$ cat src/rtl/assoc_pkg.sv
package assoc_pkg;
    typedef enum logic [1:0] {
        ST_IDLE,
        ST_SCAN,
        ST_TALLY
    } ctrl_state_e;
endpackage

$ cat src/rtl/assoc_pe.sv
// One bit-serial processing element: stored word plus a running match flag.
module assoc_pe #(
    parameter int WORD_W = 8,
    localparam int IW = $clog2(WORD_W)
) (
    input  logic              clk,
    input  logic              rst_n,
    input  logic              wr_en,
    input  logic [WORD_W-1:0] wr_data,
    input  logic              preset,
    input  logic              step,
    input  logic [IW-1:0]     bit_idx,
    input  logic              key_bit,
    input  logic              care_bit,
    output logic              hit
);
    logic [WORD_W-1:0] word_q;
    logic              bit_ok;

    assign bit_ok = ~care_bit | (key_bit ~^ word_q[bit_idx]);

    always_ff @(posedge clk or negedge rst_n) begin
        if (!rst_n) begin
            word_q <= '0;
        end else if (wr_en) begin
            word_q <= wr_data;
        end
    end

    always_ff @(posedge clk or negedge rst_n) begin
        if (!rst_n) begin
            hit <= 1'b0;
        end else if (preset) begin
            hit <= 1'b1;
        end else if (step) begin
            hit <= hit & bit_ok;
        end
    end
endmodule

$ cat src/rtl/assoc_popcount.sv
// Adder tree over the element flags, laid out as a heap: node k sums 2k+1 and 2k+2.
module assoc_popcount #(
    parameter int N  = 8,
    parameter int CW = $clog2(N + 1),
    localparam int P = 1 << $clog2(N)
) (
    input  logic [N-1:0]  flags,
    output logic [CW-1:0] total
);
    logic [CW-1:0] node [2*P-1];

    for (genvar i = 0; i < P; i++) begin : g_leaf
        if (i < N) begin : g_real
            assign node[P-1+i] = {{(CW-1){1'b0}}, flags[i]};
        end else begin : g_pad
            assign node[P-1+i] = '0;
        end
    end

    for (genvar k = 0; k < P-1; k++) begin : g_sum
        assign node[k] = node[2*k+1] + node[2*k+2];
    end

    assign total = node[0];
endmodule

$ cat src/rtl/assoc_ctrl.sv
// Sequencer: accepts a search, walks the bit index MSB to LSB, then tallies.
module assoc_ctrl
    import assoc_pkg::*;
#(
    parameter int WORD_W = 8,
    localparam int IW = $clog2(WORD_W)
) (
    input  logic          clk,
    input  logic          rst_n,
    input  logic          start_req,
    output logic          busy,
    output logic          accept,
    output logic          step,
    output logic          capture,
    output logic [IW-1:0] bit_idx
);
    localparam logic [IW-1:0] LAST = IW'(WORD_W - 1);

    ctrl_state_e state_q, state_d;
    logic [IW-1:0] idx_q;

    always_comb begin
        state_d = state_q;
        unique case (state_q)
            ST_IDLE:  if (start_req)      state_d = ST_SCAN;
            ST_SCAN:  if (idx_q == '0)    state_d = ST_TALLY;
            ST_TALLY:                     state_d = ST_IDLE;
            default:                      state_d = ST_IDLE;
        endcase
    end

    always_ff @(posedge clk or negedge rst_n) begin
        if (!rst_n) begin
            state_q <= ST_IDLE;
            idx_q   <= '0;
        end else begin
            state_q <= state_d;
            if (accept) begin
                idx_q <= LAST;
            end else if (step && idx_q != '0) begin
                idx_q <= idx_q - 1'b1;
            end
        end
    end

    always_comb begin
        busy    = 1'b0;
        accept  = 1'b0;
        step    = 1'b0;
        capture = 1'b0;
        unique case (state_q)
            ST_IDLE:  accept  = start_req;
            ST_SCAN:  begin busy = 1'b1; step = 1'b1; end
            ST_TALLY: begin busy = 1'b1; capture = 1'b1; end
            default:  ;
        endcase
    end

    assign bit_idx = idx_q;
endmodule

$ cat src/rtl/assoc_search_array.sv
module assoc_search_array #(
    parameter int NUM_PE = 8,
    parameter int WORD_W = 8,
    localparam int AW = $clog2(NUM_PE),
    localparam int CW = $clog2(NUM_PE + 1),
    localparam int IW = $clog2(WORD_W)
) (
    input  logic              clk,
    input  logic              rst_n,
    input  logic              ld_en,
    input  logic [AW-1:0]     ld_addr,
    input  logic [WORD_W-1:0] ld_data,
    input  logic              srch_start,
    input  logic [WORD_W-1:0] srch_key,
    input  logic [WORD_W-1:0] srch_care,
    output logic              busy,
    output logic              done,
    output logic              any_hit,
    output logic [CW-1:0]     hit_count
);
    logic              busy_w, accept, step, capture;
    logic [IW-1:0]     bit_idx;
    logic [WORD_W-1:0] key_q, care_q;
    logic [NUM_PE-1:0] flags;
    logic [CW-1:0]     tally;

    assoc_ctrl #(.WORD_W(WORD_W)) u_ctrl (
        .clk       (clk),
        .rst_n     (rst_n),
        .start_req (srch_start),
        .busy      (busy_w),
        .accept    (accept),
        .step      (step),
        .capture   (capture),
        .bit_idx   (bit_idx)
    );

    always_ff @(posedge clk or negedge rst_n) begin
        if (!rst_n) begin
            key_q  <= '0;
            care_q <= '0;
        end else if (accept) begin
            key_q  <= srch_key;
            care_q <= srch_care;
        end
    end

    for (genvar i = 0; i < NUM_PE; i++) begin : g_pe
        assoc_pe #(.WORD_W(WORD_W)) u_pe (
            .clk      (clk),
            .rst_n    (rst_n),
            .wr_en    (ld_en && !busy_w && (ld_addr == AW'(i))),
            .wr_data  (ld_data),
            .preset   (accept),
            .step     (step),
            .bit_idx  (bit_idx),
            .key_bit  (key_q[bit_idx]),
            .care_bit (care_q[bit_idx]),
            .hit      (flags[i])
        );
    end

    assoc_popcount #(.N(NUM_PE), .CW(CW)) u_tree (
        .flags (flags),
        .total (tally)
    );

    always_ff @(posedge clk or negedge rst_n) begin
        if (!rst_n) begin
            hit_count <= '0;
            any_hit   <= 1'b0;
            done      <= 1'b0;
        end else begin
            done <= capture;
            if (capture) begin
                hit_count <= tally;
                any_hit   <= |flags;
            end
        end
    end

    assign busy = busy_w;
endmodule

$ cat config.mk
export PLATFORM = sky130hd
export DESIGN_NAME = assoc_search_array
export DESIGN_NICKNAME = d
export VERILOG_FILES = /design/src/rtl/assoc_pkg.sv /design/src/rtl/assoc_pe.sv /design/src/rtl/assoc_popcount.sv /design/src/rtl/assoc_ctrl.sv /design/src/rtl/assoc_search_array.sv
export SDC_FILE = /design/constraint.sdc
export NUM_CORES = 1
export LEC_CHECK = 0
export BUFFER_PORTS_ARGS = -buffer_cell sky130_fd_sc_hd__buf_2
export CAP_MARGIN = 20
export CORE_MARGIN = 10
export CORE_UTILIZATION = 41
export CTS_CLUSTER_DIAMETER = 80
export CTS_CLUSTER_SIZE = 20
export DETAILED_ROUTE_END_ITERATION = 12
export GPL_ROUTABILITY_DRIVEN = 0
export PLACE_DENSITY = 0.67
export SYNTH_ARGS = -nofsm -noshare
export SYNTH_HDL_FRONTEND = slang
export SYNTH_SLANG_ARGS = --single-unit
$ cat constraint.sdc
create_clock -name clk -period 6.32 [get_ports clk]
set_input_delay 0 -clock clk [delete_from_list [all_inputs] [get_ports clk]]
set_output_delay 0 -clock clk [all_outputs]
set_load 0.02 [all_outputs]
-- After elaboration in Yosys (flattened, before gate mapping)
Index checks and enable logic that the tools add are counted.
- shift operators: 0
- bitwise gates (word level): 25
- div/mod/pow operators: 0
- multiplexer cells: 45
- order comparisons: 1
- add/sub/neg operators: 8
- eq/ne operators: 11
- reduce and logical (&&, ||, !) cells: 20
- $mul: 0
- operator list (operator ; count):
    $bmux W1 S3 ; 10
    $mux W1 ; 30
    $eq A3 B3 Y1 const B ; 4
    $logic_and A1 B1 Y1 ; 10
    $add A1 B1 Y2 ; 4
    $and A1 B1 Y1 ; 8
    $or A1 B1 Y1 ; 8
    $reduce_or A8 Y1 ; 1
    $xnor A1 B1 Y1 ; 8
    $add A2 B2 Y3 ; 2
    $eq A3 B2 Y1 const B ; 2
    $logic_not A3 Y1 ; 2
    $mux W3 ; 2
    $add A3 B3 Y4 ; 1
    $lt A3 B4 Y1 const B ; 1
    $mux W2 ; 2
    $pmux W2 S2 ; 1
    $reduce_bool A2 Y1 ; 2
    $eq A3 B1 Y1 const B ; 1
    $reduce_bool A3 Y1 ; 1
    $sub A3 B1 Y3 const B ; 1
    $eq A2 B1 Y1 const B ; 1
    $eq A2 B2 Y1 const B ; 1
    $logic_not A2 Y1 ; 1
    6 further kinds ; 6
- RAM bits: 0
- word-level logic and storage cells: 133
- bits in read-only memories: 0
- bits in latches: 0
- memories kept: 0
- output and inout port bits: 7
- register bits: 99

-- Longest topological paths before layout
Gate-level depths: netlist of the first run.
- depth after elaboration: 7
- depth in mapped cells: 10
- mapped depth without buffers: 10

-- Cells and area by module
Synthesis of the first run repeated with hierarchy kept, for this count alone.
- cell total of the unflattened synthesis: 333
- area, all modules: 4843.4 um^2
- modules (own cells, without submodules) (module ; cells an instance ; sequential area each (um^2) ; instances ; area each (um^2)):
    assoc_pe ; 26 ; 225.2 ; 8 ; 410.4
    assoc_search_array ; 68 ; 550.5 ; 1 ; 1006.0
    assoc_ctrl ; 32 ; 125.1 ; 1 ; 324.1
    assoc_popcount ; 25 ; 0.0 ; 1 ; 230.2

-- Worst setup path after synthesis of the first run
No wires, ideal clock.
- path type: register -> register
- from: register g_pe[0].u_pe.hit
- to: register hit_count[2]
- cell stages (with the launch flop): 11
- library setup time: 0.125 ns
- setup slack: 3.284 ns
- path buffers: 0
- arrival: 2.911 ns
- path through: dfrtp_1 > fa_1 > inv_1 > fa_1 > fa_1 > inv_1 > ha_1 > inv_1 > fa_1 > xnor2_1 > mux2_2
- word-level cells in the longest chain between the ends: 3
- ends and longest elaborated chain (element ; line ; text):
    start: declaration ; assoc_pe.sv:15 ; output logic hit
    start signal: assignment ; assoc_pe.sv:36 ; hit <= hit & bit_ok;
    $add A1 B1 Y2 ; assoc_popcount.sv:21 ; assign node[k] = node[2*k+1] + node[2*k+2];
    $add A2 B2 Y3 ; assoc_popcount.sv:21 ;
    $add A3 B3 Y4 ; assoc_popcount.sv:21 ;
    end signal: assignment ; assoc_search_array.sv:76 ; hit_count <= tally;
    end: declaration ; assoc_search_array.sv:19 ; output logic [CW-1:0] hit_count
Every way passes these cells.
A chain may end at the register's enable or synchronous reset.

-- Worst setup path after layout of the first run
Ends and elaborated chain as after synthesis.

==> results_tabular.tex, run 1 <==
\begin{tabular}{lr}
\hline
Metric & Value \\
\hline
\multicolumn{2}{l}{\textbf{Run status}} \\
Outcome & finished, final reports clean \\
\multicolumn{2}{l}{\textbf{Clocking}} \\
Clock tree from TritonCTS & yes \\
Number of clock sinks & 99 \\
Longest Clk Path Bufs & 2 \\
Clock insertion delay at the later pin of the skew report & 340 ps \\
CTS clk-pin slew, worst paths & 60 ps \\
Number of buffers created by CTS & 9 \\
Deepest level of the CTS H-tree & 3 \\
Root cell of the clock tree & sky130\_fd\_sc\_hd\_\_clkbuf\_16 \\
\multicolumn{2}{l}{\textbf{GRT}} \\
Met2 routing resource usage after global routing & 18.7\% \\
Combined global-route utilization of all metal layers & 11.7\% \\
Antenna violations before repair & 0 \\
Via count of the first global-routing pass & slightly above 3000 \\
Largest net degree at the start of global routing & 71 \\
Busiest grt layer & met2 \\
M1 GR Usage & 14.8\% \\
Wire length of the first global-routing pass & 15100 um \\
Global-route congestion overflow total & 0 \\
Global routing met3 resource utilization & under 10\% \\
\multicolumn{2}{l}{\textbf{Timing}} \\
Count of final max-slew check failures & 0 \\
Max Clk Rate & 0.321 GHz \\
Actual slew at the worst max-slew pin & a little under 1000 ps \\
Hold Vio Cnt, Final & 0 \\
RSZ-0062 raised after global routing & false \\
Final worst path period share & 49.3\% \\
Setup tns final & 0 ps \\
Max-Slew Margin vs Limit & 33.7\% \\
Total setup violations reported at the end of the flow & 0 \\
Fin Clk Skew & 7.67 ps \\
Period minus WS final & between 3000 and 4000 ps \\
\multicolumn{2}{l}{\textbf{Drt}} \\
Total Routed Length & 9000 um \\
DRT iter0 DRCs & slightly below 200 \\
First-pass iteration count of the detailed router & 4 \\
Detail-routed net length per standard cell & between 15 and 20 um \\
DRC Markers & 0 \\
Count of vias placed by the detailed router & roughly 2800 \\
Ratio of routed vias to standard cells & 5.06 \\
Final antenna-violating net count & 0 \\
\multicolumn{2}{l}{\textbf{Pwr}} \\
Proportion of power drawn by combinational gates & 43.1\% \\
Internal Dissipation & 1.90 mW \\
Relative contribution of sequential cells to total power & 39.0\% \\
Power spent charging and discharging nets & 939 uW \\
Post-layout total power & 2.84 mW \\
Largest voltage drop on the vdd net & about 0.27 mV \\
LEAKAGE & around 2.5 nW \\
Sw frac & 33.1\% \\
Pwr dens & 521 mW/mm\^{}2 \\
Power share of the clock group & 17.9\% \\
\multicolumn{2}{l}{\textbf{Logic synthesis}} \\
Synth top area share & 52.8\% \\
Post-synth top cells & 99 x sky130\_fd\_sc\_hd\_\_dfrtp\_1, 68 x sky130\_fd\_sc\_hd\_\_mux2\_2, 53 x sky130\_fd\_sc\_hd\_\_nand2\_1, 19 x sky130\_fd\_sc\_hd\_\_inv\_1, 19 x sky130\_fd\_sc\_hd\_\_mux4\_2 \\
Cell with the most instances after synthesis & sky130\_fd\_sc\_hd\_\_dfrtp\_1 \\
Number of instances in the synthesized netlist & 345 \\
Top area cells in the synthesized netlist & sky130\_fd\_sc\_hd\_\_dfrtp\_1 53\%, sky130\_fd\_sc\_hd\_\_mux2\_2 16\%, sky130\_fd\_sc\_hd\_\_mux4\_2 9.1\%, sky130\_fd\_sc\_hd\_\_nand2\_1 4.2\%, sky130\_fd\_sc\_hd\_\_ha\_1 2.7\% \\
Avg Cell Area, Syn & 13.6 sq um \\
Total of warnings raised by yosys & 0 \\
Dominant synthesized flop cell & sky130\_fd\_sc\_hd\_\_dfrtp\_1 \\
Post-synth design cell area & 0.00469 sq mm \\
Number of synthesized flops with an enable pin & 0 \\
Count of distinct cell types in the synthesized netlist & 33 \\
Ys async rst share & 100\% \\
Share of synthesized area occupied by flip-flops and latches & 52.8\% \\
Synthesized net count & 390 \\
Cell taking the most area after synthesis & sky130\_fd\_sc\_hd\_\_dfrtp\_1 \\
FF+latch count, synth & 99 \\
\multicolumn{2}{l}{\textbf{Worst setup path}} \\
Most numerous cell on the critical path & sky130\_fd\_sc\_hd\_\_fa\_1 \\
Worst setup path category & reg2reg \\
Max FO, Critical Path & 2 \\
Worst endpoint data arrival time & 3340 ps \\
Startpoint kind of the worst setup timing path & flip-flop \\
Standard cell with the maximum stage delay on the critical path & sky130\_fd\_sc\_hd\_\_fa\_1 \\
Type of element capturing the critical path & flip-flop \\
Crit-path max cell delay & roughly 540 ps \\
Crit-path cells & fa\_1 > inv\_1 > fa\_1 > fa\_1 > inv\_1 > ha\_1 > inv\_1 > fa\_1 > xnor2\_1 > mux2\_2 \\
FF-to-FF path depth & 10 \\
Data required, critical path & about 6600 ps \\
\multicolumn{2}{l}{\textbf{Layout}} \\
Layout-stage area growth over the synthesis result & 16.1\% \\
Fraction of final layout cells with drive strength greater than 1 & a little over a third \\
Final nets & 442 \\
Antenna Cells & 0 \\
\multicolumn{2}{l}{\textbf{Floorplanning}} \\
Total die area & 0.0161 sq mm \\
Row Count & 39 \\
Total I/O pin count & 38 \\
Effective utilization at floorplan & 41.5\% \\
Y dimension of the die & 127 um \\
Die extent in x & 127 um \\
Area of the core & 0.0113 sq mm \\
\multicolumn{2}{l}{\textbf{Worst hold path}} \\
Count of cells along the worst hold path & 3 \\
Worst min-delay path category & in2reg \\
\multicolumn{2}{l}{\textbf{Place}} \\
Number of buffer cells added on primary ports & 37 \\
DP HPWL & $\sim$6300 um \\
\multicolumn{2}{l}{\textbf{Flow run}} \\
Number of maximum-capacitance constraint violations & 0 \\
\hline
\end{tabular}
## power groups by stage
| stage | clock network, mW | registers [mW] | logic (mW) |
|---|---|---|---|
| final | 0.509 | 1.11 | 1.22 |
| after global routing | 0.545 | 1.15 | 1.36 |
| after detailed placement | 0 | 1.12 | 1.24 |
| after floorplan | 0 | 1.06 | 1.01 |
| after CTS | 0.527 | 1.11 | 1.25 |
| after global placement | 0 | 1.10 | 1.20 |
## cell type report
class / instances / area [sq um]
clock buffers: 10 / 239
clock inverters: 5 / 37.5
fillers: 1006 / 5870
inverters: 19 / 71.3
multi-input cells: 212 / 2070
flip-flops and latches: 99 / 2480
well taps: 143 / 179
repair buffers: 56 / 373
## state kept, by name, summed over array words and instances (netlist names)
signal	count
done	1
u_ctrl.bit_idx	3
u_ctrl.state_q	2
g_pe.u_pe.word_q	64
key_q	8
care_q	8
hit_count	4
g_pe.u_pe.hit	8
any_hit	1
## worst paths after layout
path                             startpoint                     end  slack, ps
setup / recovery           g_pe[0].u_pe.hit            hit_count[2]       3210
hold / removal                   srch_start       u_ctrl.state_q[1]         30
setup reg to reg           g_pe[0].u_pe.hit            hit_count[2]       3210
hold reg to reg                    key_q[2]                key_q[2]        470
max in group asynchronous             rst_n               care_q[1]       4980
min in group asynchronous             rst_n  g_pe[7].u_pe.word_q[2]        120
## critical path, delay by kind of cell, from the launching register on
kind	cells	cell delay, ps
xor gates and xnor gates	1	130
buffers and inverters	3	170
DFF	1	400
muxes	1	260
adders and majority gates	5	2040
## layer usage
layer,wire length [um],vias up
li1,-,1315
met1,4250,1384
met2,4240,41
met3,382,12
met4,124,0
met5,0,-
## timing repair
action                    4_1_cts  5_1_grt
setup buffers                   0        0
resized for setup               0        0
hold endpoints to repair       45        0
hold buffers                   17        0
## cell families after synthesis
logic type,synth area share (%)
flip-flops,52.8
multiplexers,28.0
AND/OR/NAND/NOR,6.85
buffers and inverters,3.07
AO/OA/AOI/OAI,3.01
adder cells (fa/ha/maj),4.37
XOR/XNOR,1.87
## per-stage QoR
step	hold slack (ps)	instance area (sq um)	instances	worst slack [ps]	utilization (%)
after floorplan	-296	4690	345	3280	-
after global placement	-60.8	5000	512	3230	44.2
after detailed placement	-51.0	5000	512	3190	44.2
after CTS	12.3	5450	544	3180	48.1
after global routing	32.2	5450	544	3070	48.1
final	28.1	5450	544	3210	48.1
## cells in the final DEF, fill, tap and decap left out, drive strengths merged, types with 5 or more instances in the layout
cell / netlist / routed
a2bb2oi: 6 / 6
buf: 6 / 39
clkbuf: 9 / 10
dfrtp: 99 / 99
dlygate4sd3: 0 / 17
ha: 10 / 10
inv: 19 / 20
mux2: 68 / 68
mux2i: 11 / 11
mux4: 19 / 19
nand2: 53 / 53
nor2: 5 / 5
xnor2: 10 / 10
Power figures use the tool's default switching activity.
==> inputs of run 2 (changes only) <==
--- a/config.mk
+++ b/config.mk
@@ -13,7 +13,7 @@
 export CTS_CLUSTER_SIZE = 20
 export DETAILED_ROUTE_END_ITERATION = 12
 export GPL_ROUTABILITY_DRIVEN = 0
-export PLACE_DENSITY = 0.67
+export PLACE_DENSITY = 0.69
 export SYNTH_ARGS = -nofsm -noshare
 export SYNTH_HDL_FRONTEND = slang
 export SYNTH_SLANG_ARGS = --single-unit
==> constraint.sdc (replaced) <==
create_clock -name clk -period 2.6 [get_ports clk]
set_input_delay 0 -clock clk [delete_from_list [all_inputs] [get_ports clk]]
set_output_delay 0 -clock clk [all_outputs]
set_load 0.02 [all_outputs]
==> run 2 against run 1 <==
The run now ends with setup timing left. Critical endpoint unchanged. Non-clock buffer count rose by 9. Combinational power rose to 2.7 times the previous value. Cell count rose by 1.8%. Sequential share of layout area fell by 1.0 points. Die area did not move. Critical path depth did not move. Highest routed layer unchanged.
==> results_tabular.tex, run 2 (synthesis gave the netlist of run 1 again) <==
\begin{tabular}{lr}
\hline
Metric & Value \\
\hline
\multicolumn{2}{l}{\textbf{Timing}} \\
RSZ-0062 raised after global routing & true \\
Total setup violations reported at the end of the flow & 2 \\
Final-layout worst hold slack & 22.3 ps \\
Hold Vio Cnt, Final & 0 \\
Actual slew at the worst max-slew pin & 640 ps \\
Max-Slew Margin vs Limit & 57.3\% \\
Final worst path period share & 114\% \\
Setup tns final & -590 ps \\
Fin Clk Skew & 6.09 ps \\
Final critical-path setup slack & -354 ps \\
Max Clk Rate & between 0.3 and 0.4 GHz \\
Period minus WS final & between 2000 and 3000 ps \\
Count of final max-slew check failures & 0 \\
\multicolumn{2}{l}{\textbf{Floorplanning}} \\
Effective utilization at floorplan & between 40\% and 50\% \\
Row Count & 39 \\
Area of the core & 0.0113 sq mm \\
Die extent in x & 127 um \\
Total die area & 0.0161 sq mm \\
Total I/O pin count & 38 \\
Y dimension of the die & around 130 um \\
\multicolumn{2}{l}{\textbf{Place}} \\
Dpl cell area & 0.00509 sq mm \\
Number of buffer cells added on primary ports & 37 \\
Pre-CTS WS & -374 ps \\
Number of instances in the placed design & 520 \\
DP HPWL & 6520 um \\
\multicolumn{2}{l}{\textbf{Clocking}} \\
CTS clk-pin slew, worst paths & 70 ps \\
Root cell of the clock tree & sky130\_fd\_sc\_hd\_\_clkbuf\_16 \\
Deepest level of the CTS H-tree & 3 \\
Number of buffers created by CTS & 9 \\
Number of clock sinks & 99 \\
Clock tree from TritonCTS & yes \\
Clock insertion delay at the later pin of the skew report & 340 ps \\
Longest Clk Path Bufs & 2 \\
\multicolumn{2}{l}{\textbf{Drt}} \\
Ratio of routed vias to standard cells & slightly above 5 \\
Detail-routed net length per standard cell & between 15 and 20 um \\
DRT iter0 DRCs & 146 \\
Total Routed Length & 9370 um \\
Count of vias placed by the detailed router & 2827 \\
First-pass iteration count of the detailed router & 4 \\
Final antenna-violating net count & 0 \\
DRC Markers & 0 \\
\multicolumn{2}{l}{\textbf{Worst setup path}} \\
Worst setup path category & reg2reg \\
Worst endpoint data arrival time & roughly 3200 ps \\
Startpoint kind of the worst setup timing path & flip-flop \\
FF-to-FF path depth & 10 \\
FF-to-FF Start & g\_pe[0].u\_pe.hit \\
Type of element capturing the critical path & flip-flop \\
Max FO, Critical Path & 2 \\
Data required, critical path & 2830 ps \\
Worst reg-to-reg setup slack & -350 ps \\
Capturing point of the worst reg2reg path & hit\_count[2] \\
\multicolumn{2}{l}{\textbf{Layout}} \\
Finished Layout Cells & 554 \\
Antenna Cells & 0 \\
Filler Cell Count & 1008 \\
Flip-flop count of the largest register after layout & 64 \\
Final Core Density & 49.2\% \\
Register cell area after layout & 0.00248 sq mm \\
Finished layout cell area & 0.00557 sq mm \\
Fraction of final layout cells with drive strength greater than 1 & 38.4\% \\
Commonest non-fill, non-tap cell in the layout & sky130\_fd\_sc\_hd\_\_dfrtp\_1 \\
Area used by multi-input combinational logic & approximately 0.0021 sq mm \\
Commonest cells after routing, fill and taps aside & 99 x sky130\_fd\_sc\_hd\_\_dfrtp\_1, 66 x sky130\_fd\_sc\_hd\_\_mux2\_2, 53 x sky130\_fd\_sc\_hd\_\_nand2\_1 \\
Final nets & 451 \\
Largest reg by FF count & g\_pe.u\_pe.word\_q \\
Layout-stage area growth over the synthesis result & 18.7\% \\
\multicolumn{2}{l}{\textbf{Flow run}} \\
Number of maximum-capacitance constraint violations & 0 \\
\multicolumn{2}{l}{\textbf{GRT}} \\
Global-route congestion overflow total & 0 \\
Wire length of the first global-routing pass & 15600 um \\
Largest net degree at the start of global routing & 57 \\
Combined global-route utilization of all metal layers & 12.0\% \\
Via count of the first global-routing pass & 3076 \\
Antenna violations before repair & 0 \\
\multicolumn{2}{l}{\textbf{Pwr}} \\
Largest voltage drop on the vdd net & approximately 0.78 mV \\
Post-layout total power & 7.13 mW \\
Pwr dens & around 1300 mW/mm\^{}2 \\
LEAKAGE & around 2.5 nW \\
\multicolumn{2}{l}{\textbf{Run status}} \\
Failing checks & setup timing \\
Outcome & finished, violations left \\
\multicolumn{2}{l}{\textbf{Worst hold path}} \\
Worst min-delay path category & in2reg \\
Count of cells along the worst hold path & 2 \\
Worst hold start & ld\_data[7] \\
Endpoint of the worst hold path & g\_pe[5].u\_pe.word\_q[7] \\
\hline
\end{tabular}
[run 2: cell types whose count changed in the layout (fill, tap and decap cells not counted), moves of 2 or more]
cell / previous run / this run
sky130_fd_sc_hd__mux2_4: 0 / 2
sky130_fd_sc_hd__clkinv_4: 1 / 4
sky130_fd_sc_hd__buf_4: 3 / 10
sky130_fd_sc_hd__clkinvlp_4: 2 / 0
sky130_fd_sc_hd__inv_2: 0 / 2
sky130_fd_sc_hd__buf_12: 0 / 2
sky130_fd_sc_hd__inv_1: 19 / 17
sky130_fd_sc_hd__mux2_2: 68 / 66
[run 2: final cells by class]
type	count	area share (%)
Multi-Input combinational cell	212	37.7
Timing Repair Buffer	65	8.35
Tap cell	143	3.21
Sequential cell	99	44.5
Inverter	19	1.28
Clock inverter	6	0.921
Clock buffer	10	4.11
[run 2: repair_timing]
item / in CTS / in global routing
pin swaps: 0 / 2
endpoints found under the setup margin: 3 / 4
hold buffers: 17 / 0
resized for setup: 3 / 4
endpoints found under the hold margin: 59 / 0
gates cloned: 0 / 0
setup buffers: 1 / 0
[run 2: how the worst max path moves through the flow]
stage                startpoint            to
6_report       g_pe[0].u_pe.hit  hit_count[2]
5_1_grt        g_pe[0].u_pe.hit  hit_count[2]
4_1_cts        g_pe[0].u_pe.hit  hit_count[2]
3_5_place_dp   g_pe[0].u_pe.hit  hit_count[2]
3_3_place_gp   g_pe[0].u_pe.hit  hit_count[2]
2_1_floorplan  g_pe[0].u_pe.hit  hit_count[2]
[run 2: critical path, cell delays in order (launching register included)]
cell and delay [ps]:
sky130_fd_sc_hd__dfrtp_1 400, sky130_fd_sc_hd__fa_1 530, sky130_fd_sc_hd__inv_1 50, sky130_fd_sc_hd__fa_1 490, sky130_fd_sc_hd__fa_1 430, sky130_fd_sc_hd__inv_2 80
sky130_fd_sc_hd__ha_4 130, sky130_fd_sc_hd__inv_2 30, sky130_fd_sc_hd__fa_2 320, sky130_fd_sc_hd__xnor2_1 130, sky130_fd_sc_hd__mux2_4 250
[run 2: power by group]
group          switching, mW  internal (mW)
clock                  0.585          0.661
combinational           1.41           1.83
sequential             0.368           2.27
[run 2: per-layer routing]
metal  share of wire (%)  GRT usage [%]  wire, um  vias up
met3                 4.3           3.47       404       11
li1                    -              -         -     1328
met1                  44           14.6      4140     1437
met4                 1.1           3.42       101        0
met5                   0              0         0        -
met2                  50           20.2      4720       51
